### config.mk
export PLATFORM = sky130hd
export DESIGN_NAME = ioc_detector
export DESIGN_NICKNAME = d
export VERILOG_FILES = /design/src/rtl/ioc_pkg.sv /design/src/rtl/ioc_sync.sv /design/src/rtl/ioc_trigger.sv /design/src/rtl/ioc_event_fsm.sv /design/src/rtl/ioc_pin_drive.sv /design/src/rtl/ioc_detector.sv
export SDC_FILE = /design/constraint.sdc
export NUM_CORES = 1
export LEC_CHECK = 0
export BUFFER_PORTS_ARGS = -buffer_cell sky130_fd_sc_hd__buf_4
export CAP_MARGIN = 20
export CORE_ASPECT_RATIO = 1.5
export CORE_UTILIZATION = 35
export DETAILED_ROUTE_END_ITERATION = 10
export GPL_TIMING_DRIVEN = 0
export PLACE_DENSITY = 0.62
export SLEW_MARGIN = 20
export SYNTH_ARGS = -nofsm -noshare
export SYNTH_HDL_FRONTEND = slang
export SYNTH_HIERARCHICAL = 1
export SYNTH_SLANG_ARGS = --single-unit
export TNS_END_PERCENT = 50
### constraint.sdc
create_clock -name clk -period 5.2 [get_ports clk]
set_input_delay 0 -clock clk [delete_from_list [all_inputs] [get_ports clk]]
set_output_delay 0 -clock clk [all_outputs]
set_load 0.05 [all_outputs]
### src/rtl/ioc_pkg.sv
package ioc_pkg;

    typedef enum logic [0:0] {
        ST_IDLE = 1'b0,
        ST_PEND = 1'b1
    } ioc_state_e;

endpackage

### src/rtl/ioc_sync.sv
module ioc_sync #(
    parameter int WIDTH  = 8,
    parameter int STAGES = 2
) (
    input  logic             clk,
    input  logic             rst_n,
    input  logic [WIDTH-1:0] d_in,
    output logic [WIDTH-1:0] q_out
);
    logic [WIDTH-1:0] stage_q [STAGES];

    generate
        for (genvar s = 0; s < STAGES; s++) begin : g_stage
            if (s == 0) begin : g_first
                always_ff @(posedge clk or negedge rst_n) begin
                    if (!rst_n) stage_q[s] <= '0;
                    else        stage_q[s] <= d_in;
                end
            end else begin : g_rest
                always_ff @(posedge clk or negedge rst_n) begin
                    if (!rst_n) stage_q[s] <= '0;
                    else        stage_q[s] <= stage_q[s-1];
                end
            end
        end
    endgenerate

    assign q_out = stage_q[STAGES-1];

endmodule

### src/rtl/ioc_trigger.sv
module ioc_trigger #(
    parameter int WIDTH = 8
) (
    input  logic [WIDTH-1:0] level,
    input  logic [WIDTH-1:0] last_level,
    input  logic [WIDTH-1:0] enable,
    input  logic [WIDTH-1:0] mode,
    input  logic [WIDTH-1:0] ref_level,
    output logic [WIDTH-1:0] first_hit,
    output logic             any_hit
);
    logic [WIDTH-1:0] hit_vec;

    generate
        for (genvar i = 0; i < WIDTH; i++) begin : g_pin
            logic mismatch;
            // mode 1: compare with reference, mode 0: detect change
            assign mismatch   = mode[i] ? (level[i] ^ ref_level[i])
                                        : (level[i] ^ last_level[i]);
            assign hit_vec[i] = enable[i] & mismatch;
        end
    endgenerate

    // isolate lowest set bit: lowest-numbered pin wins
    assign first_hit = hit_vec & (~hit_vec + {{(WIDTH-1){1'b0}}, 1'b1});
    assign any_hit   = |hit_vec;

endmodule

### src/rtl/ioc_event_fsm.sv
module ioc_event_fsm
    import ioc_pkg::*;
#(
    parameter int WIDTH = 8
) (
    input  logic             clk,
    input  logic             rst_n,
    input  logic             any_hit,
    input  logic [WIDTH-1:0] first_hit,
    input  logic [WIDTH-1:0] level,
    input  logic             rd_port,
    input  logic             rd_cap,
    input  logic             cap_sel,
    output logic             pending,
    output logic [WIDTH-1:0] flag_q,
    output logic [WIDTH-1:0] cap_q
);
    ioc_state_e state_q, state_d;
    logic       clr_hit;

    assign clr_hit = cap_sel ? rd_cap : rd_port;

    // next-state logic: ARM and CLEAR transitions
    always_comb begin
        state_d = state_q;
        unique case (state_q)
            ST_IDLE: if (any_hit) state_d = ST_PEND;
            ST_PEND: if (clr_hit) state_d = ST_IDLE;
            default: state_d = ST_IDLE;
        endcase
    end

    // state register
    always_ff @(posedge clk or negedge rst_n) begin
        if (!rst_n) state_q <= ST_IDLE;
        else        state_q <= state_d;
    end

    // output registers
    always_ff @(posedge clk or negedge rst_n) begin
        if (!rst_n) begin
            flag_q <= '0;
            cap_q  <= '0;
        end else begin
            unique case (state_q)
                ST_IDLE: begin
                    if (any_hit) begin
                        flag_q <= first_hit;
                        cap_q  <= level;
                    end
                end
                ST_PEND: begin
                    if (clr_hit) flag_q <= '0;
                end
                default: flag_q <= '0;
            endcase
        end
    end

    assign pending = (state_q == ST_PEND);

    // never more than one flag bit
    a_r5_single_flag: assert property (@(posedge clk) disable iff (!rst_n)
        $onehot0(flag_q));

    // registers frozen while pending and not cleared
    a_r7_hold_pending: assert property (@(posedge clk) disable iff (!rst_n)
        (pending && !clr_hit) |=> ($stable(flag_q) && $stable(cap_q) && pending));

    // selected strobe returns to idle with an empty flag
    a_r8_clear_idle: assert property (@(posedge clk) disable iff (!rst_n)
        (pending && clr_hit) |=> (!pending && (flag_q == '0)));

    // capture holds the port value seen on the ARM cycle
    a_r6_capture: assert property (@(posedge clk) disable iff (!rst_n)
        (!pending && any_hit) |=> (cap_q == $past(level)));

endmodule

### src/rtl/ioc_pin_drive.sv
module ioc_pin_drive (
    input  logic pending,
    input  logic pol_high,
    input  logic open_drain,
    output logic pin_level,
    output logic pin_drive
);
    always_comb begin
        if (open_drain) begin
            pin_level = 1'b0;
            pin_drive = pending;
        end else begin
            pin_level = pol_high ? pending : ~pending;
            pin_drive = 1'b1;
        end
    end

endmodule

### src/rtl/ioc_detector.sv
module ioc_detector #(
    parameter int WIDTH     = 8,
    parameter int SYNC_DEPTH = 2
) (
    input  logic             clk,
    input  logic             rst_n,
    input  logic [WIDTH-1:0] pin_in,
    input  logic [WIDTH-1:0] int_en,
    input  logic [WIDTH-1:0] cmp_mode,
    input  logic [WIDTH-1:0] cmp_ref,
    input  logic             cfg_pol,
    input  logic             cfg_odr,
    input  logic             cfg_cap_clr,
    input  logic             rd_port,
    input  logic             rd_cap,
    output logic [WIDTH-1:0] port_o,
    output logic [WIDTH-1:0] flag_o,
    output logic [WIDTH-1:0] cap_o,
    output logic             irq_out,
    output logic             irq_oe
);
    logic [WIDTH-1:0] level_s;
    logic [WIDTH-1:0] last_q;
    logic [WIDTH-1:0] first_hit;
    logic             any_hit;
    logic             pending;

    ioc_sync #(.WIDTH(WIDTH), .STAGES(SYNC_DEPTH)) u_sync (
        .clk   (clk),
        .rst_n (rst_n),
        .d_in  (pin_in),
        .q_out (level_s)
    );

    // previous-value reference, refreshed every cycle
    always_ff @(posedge clk or negedge rst_n) begin
        if (!rst_n) last_q <= '0;
        else        last_q <= level_s;
    end

    ioc_trigger #(.WIDTH(WIDTH)) u_trig (
        .level      (level_s),
        .last_level (last_q),
        .enable     (int_en),
        .mode       (cmp_mode),
        .ref_level  (cmp_ref),
        .first_hit  (first_hit),
        .any_hit    (any_hit)
    );

    ioc_event_fsm #(.WIDTH(WIDTH)) u_fsm (
        .clk       (clk),
        .rst_n     (rst_n),
        .any_hit   (any_hit),
        .first_hit (first_hit),
        .level     (level_s),
        .rd_port   (rd_port),
        .rd_cap    (rd_cap),
        .cap_sel   (cfg_cap_clr),
        .pending   (pending),
        .flag_q    (flag_o),
        .cap_q     (cap_o)
    );

    ioc_pin_drive u_drive (
        .pending    (pending),
        .pol_high   (cfg_pol),
        .open_drain (cfg_odr),
        .pin_level  (irq_out),
        .pin_drive  (irq_oe)
    );

    assign port_o = level_s;

    // a freshly raised flag names only a pin enabled on the ARM cycle
    a_r2_enabled_only: assert property (@(posedge clk) disable iff (!rst_n)
        $rose(pending) |-> ((flag_o & ~$past(int_en)) == '0));

    // open-drain never drives high
    a_r9_odr_no_high: assert property (@(posedge clk) disable iff (!rst_n)
        cfg_odr |-> !(irq_oe && irq_out));

    // an active pin always comes with a set flag
    a_r9_active_has_flag: assert property (@(posedge clk) disable iff (!rst_n)
        (!cfg_odr && (irq_out == cfg_pol)) |-> $onehot(flag_o));

endmodule

Yosys cells after proc, flatten, opt, wreduce, memory -nomap -nowiden
Cells that the tools add are included.
{"block": "word_totals", "regBits": 41, "inputBits": 39, "wordCells": 57}
{"block": "op_classes", "reduce_logical": 3, "n_eq_ne": 2, "bitwise_logic": 27, "n_mux": 18, "add_sub_neg": 1}
{"op": "$mux 8", "count": 2}
{"op": "$pmux 8 s2", "count": 1}
{"op": "$xor 1x1->1", "count": 16}
{"op": "$mux 1", "count": 14}
{"op": "$add 8x1->8 const B", "count": 1}
{"op": "$and 1x1->1", "count": 8}
{"op": "$and 8x8->8", "count": 1}
{"op": "$not 8->8", "count": 1}
{"op": "$reduce_or 8->1", "count": 1}
{"op": "$ne 2x2->1 const B", "count": 2}
{"op": "$reduce_and 2->1", "count": 2}
{"op": "$pmux 1 s2", "count": 1}
{"op": "$not 1->1", "count": 1}

Logic depth before layout (Yosys ltp)
{"block": "logic_depth", "depth_word": 8, "depth_mapped": 9, "depth_no_buf": 6}

Modules after synthesis
Netlist, hierarchy kept.
{"mod": "ioc_event_fsm", "area_each_um2": 780.7, "cells_per_inst": 57, "n_inst": 1}
{"mod": "ioc_sync", "area_each_um2": 460.4, "cells_per_inst": 24, "n_inst": 1}
{"mod": "ioc_trigger", "area_each_um2": 354.1, "cells_per_inst": 42, "n_inst": 1}
{"mod": "ioc_detector", "area_each_um2": 200.2, "cells_per_inst": 8, "n_inst": 1}
{"mod": "ioc_pin_drive", "area_each_um2": 18.8, "cells_per_inst": 3, "n_inst": 1}

Worst setup path before layout
Ideal clock, no wire load.
{"block": "synth_timing", "path_kind": "register to register", "from": "register u_sync.stage_q (netlist bit u_sync/q_out[1])", "to": "register u_fsm.cap_q[0]", "t_required_ns": 5.075, "slack_ns": 3.143, "n_path_buf": 3, "path_stages_with_launch": 10, "period_less_slack_ns": 2.057, "arrival_time_ns": 1.931, "cell_sequence": "dfrtp_1 -> buf_4 -> nand2b_1 -> mux2i_1 -> nor4_4 -> o2111ai_1 -> buf_6 -> nor2b_4 -> buf_6 -> mux2_4"}
{"block": "synth_between", "elab_chain_cells": 5}
{"element": "from (decl)", "line": "ioc_sync.sv:10", "text": "logic [WIDTH-1:0] stage_q [STAGES];"}
{"element": "from (signal, indexed assignment)", "line": "ioc_sync.sv:22", "text": "else stage_q[s] <= stage_q[s-1];"}
{"element": "$xor 1x1->1 (on tied branches)", "line": "ioc_trigger.sv:19, ioc_trigger.sv:18"}
{"element": "$mux 1 (*)", "line": "ioc_trigger.sv:18", "text": "assign mismatch = mode[i] ? (level[i] ^ ref_level[i])"}
{"element": "$and 1x1->1 (*)", "line": "ioc_trigger.sv:20", "text": "assign hit_vec[i] = enable[i] & mismatch;"}
{"element": "$reduce_or 8->1 (*)", "line": "ioc_trigger.sv:26", "text": "assign any_hit = |hit_vec;"}
{"element": "net any_hit", "line": "ioc_detector.sv:25", "text": "logic any_hit;"}
{"element": "$reduce_and 2->1 (no source line) (*)"}
{"element": "to (signal assigned)", "line": "ioc_event_fsm.sv:49", "text": "cap_q <= level;"}
{"element": "to (decl)", "line": "ioc_event_fsm.sv:16", "text": "output logic [WIDTH-1:0] cap_q"}
The timed path passes the listed nets; every way through them passes the cells marked *.
A chain may end at the register's enable or synchronous reset.

Worst setup path after layout
{"block": "layout_timing", "from": "register u_sync.stage_q (netlist bit u_sync/q_out[1])", "to": "register u_fsm.cap_q[2]"}
Same word-level chain as after synthesis.

==> results.toml <==
[setup_path]
worst_setup_path_end_kind = "register"
critPathLaunch = "u_sync/q_out[1]"
cp_slowest_stage_delay_ps = 420
slowest_stage = "mux2i_1"
r2r_start = "u_sync/q_out[1]"
critical_path_depth = 9
reg2reg_to = "u_fsm/cap_q[2]"
crit_required_ps = 5370
criticalPathCategory = "reg -> reg"
crit_path_frequent_cell = "buf_6"
cp_max_fo = 9
worst-endpoint-arrival_ps = 2440
critPathBufInv = 3
cp_top_family = "multiplexers"
reg2reg_slack_ps = 2930
endpoint = "u_fsm/cap_q[2]"
cp_cell_sequence = "buf_4, nand2b_1, mux2i_1, nor4_4, o2111ai_1, buf_6, nor2b_4, buf_6, mux2_4"
startpoint_type = "register"
worstRegToRegCells = 9

[die]
dieArea_mm2 = 0.00548
num_rows = 31
core_mm2 = 0.00489
die_w_um = 60.8
ioPinCount = 65
die_h_um = 90.2
initial_core_util = 0.371

[synth]
synth_nets = 173
synth_top_area_frac = 0.566
ys_seq_area_frac = 0.566
yosys_warnings = 6
synth.ff_latch_count = 41
synth_area_leaders = "dfrtp_1 57%, mux2i_1 11%, mux2_4 6.6%, buf_4 3.3%, nand2_1 3.1%"
synth_area_leader_cell = "dfrtp_1"
synth_area_mm2 = 0.00181
syn_avg_cell_area_um2 = 13.5
synth-edff-count = 0
ys_types = 27
synth-async-reset-ratio = 1.00
synth_commonest_cells = "41 x dfrtp_1, 20 x mux2i_1, 15 x nand2_1"
ys.flop_type = "dfrtp_1"
synth_most_common_cell = "dfrtp_1"
syn_inst = 134

[layout]
synthToLayoutAreaGrowth_pct = 40.4
utilization = 0.521
insertedDiodeCount = 0
drive_gt1_frac = 0.447
final_net_count = 253
finalNonFillerCells = 281

[run_status]
outcome = "complete, no violations"

[sta]
fmax_ghz = 0.441
finalCritPeriodShare = 0.436
setup_tns_ps = 0
clock_skew_ps = 5.89
fin_crit_ps = 2270
worstMarginPinSlew_ps = 529
slew_headroom = 0.638
grt_setup_unrepaired = "no"
hold_viol_final = 0
setup_viol = 0
slew_viol_final = 0

[clock_network]
cts_buffers = 5
cts.sinks = 41
cts_setup_buffers = 0
root_buffer = "clkbuf_8"
path_clk_slew_ps = 70
cts_tree = "built"
cts_max_level = 2
cts_buffer_depth = 2
clock_latency_ps = 290

[power_and_ir_drop]
power_density_mw_per_mm2 = 431
vdd_ir_drop_max_mv = 0.254
power_mw = 1.10
p_leak_nw = 1.28

[drt]
ant_nets = 0
drt-total-wl_mm = 3.82
vias_per_cell = 4.68
drc = 0
wl_per_cell_um = 13.6
num_vias = 1314
dr.first_iter.drc_count = 33
dr.pass1.iters = 4

[placed_design]
port_buffers = 64
dp_hpwl_mm = 2.77
place_inst = 264
gp_congestion = 0.707

[job]
drv_cap = 0

[global_route]
antenna_found_initial = 0
grt_pass1_wl_mm = 6.07
grt_usage = 0.152
grt_pass1_vias = 1378
grt_max_degree = 42
grt-ovfl-total = 0

[worst_hold_path]
hold_path.class = "in -> reg"
## how the worst min path moves through the flow
| stage | slack [ps] | end | start | cells past startpoint |
|---|---|---|---|---|
| floorplan | -300 | last_q[0] | rst_n | 0 |
| global placement | -4 | u_sync/stage_q[14] | rst_n | 1 |
| detailed placement | 10 | u_fsm/cap_q[7] | rst_n | 1 |
| CTS | 160 | u_fsm/pending | rd_port | 3 |
| global route | 180 | u_fsm/pending | rd_port | 3 |
| finish | 180 | u_fsm/pending | rd_port | 3 |
## power breakdown
part	total (mW)	internal, mW	switching [mW]
logic	0.493	0.200	0.293
clock network	0.198	0.0954	0.102
registers	0.409	0.373	0.0355
## final cells by class
type	instances	area, um2
flip-flops and latches	41	1030
inverters	2	7.51
fillers	466	2340
plain buffers	12	98.8
multi-input cells	79	682
repair buffers	73	571
well taps	66	82.6
clock buffers	8	80.1
## worst min-delay path: stages
cell,delay (ps)
buf_4,70
mux2_2,250
o21bai_1,100
## cell usage in the layout, fill, tap and decap left out, types with 5 or more instances in the layout
cell	n
nand2b_1	7
dfrtp_1	41
o22ai_1	8
buf_4	72
dlygate4sd3_1	9
nand2_1	15
mux2i_1	20
clkbuf_8	5
mux2_4	8
## flip-flops by register name (all words and copies together), names as in the netlist
register        cells
u_fsm/pending       1
u_fsm/cap_q         8
last_q              8
u_sync/q_out        8
u_sync/stage_q      8
u_fsm/flag_q        8
## through the flow
stage | hold slack (ps) | setup WS [ps] | area (um2)
after floorplan | -296 | 3140 | 1810
after global placement | -4.44 | 3030 | 2380
after detailed placement | 12.8 | 2960 | 2380
after CTS | 162 | 2930 | 2550
after global routing | 179 | 2850 | 2550
final | 181 | 2930 | 2550
## kinds of logic after synthesis
kind of cell           count (synthesis)  share of synthesized area
flip-flops                            41                      0.566
buffers and inverters                 14                     0.0586
AND/OR/NAND/NOR                       35                      0.117
AO/OA/AOI/OAI                         10                     0.0366
multiplexers                          31                      0.208
XOR/XNOR                               3                     0.0145
## layer usage
layer	wire (um)	track usage	up-vias
met2	2180	0.275	37
met3	160	0.0374	8
met4	71	0.0606	0
li1	-	-	611
met5	0	0	-
met1	1410	0.158	658
## what timing repair did
item / 4_1_cts / 5_1_grt
gates resized for setup: 0 / 0
endpoints found under the hold margin: 49 / 0
hold buffers: 9 / 0
Note: power is estimated with default switching activity, not from simulation.
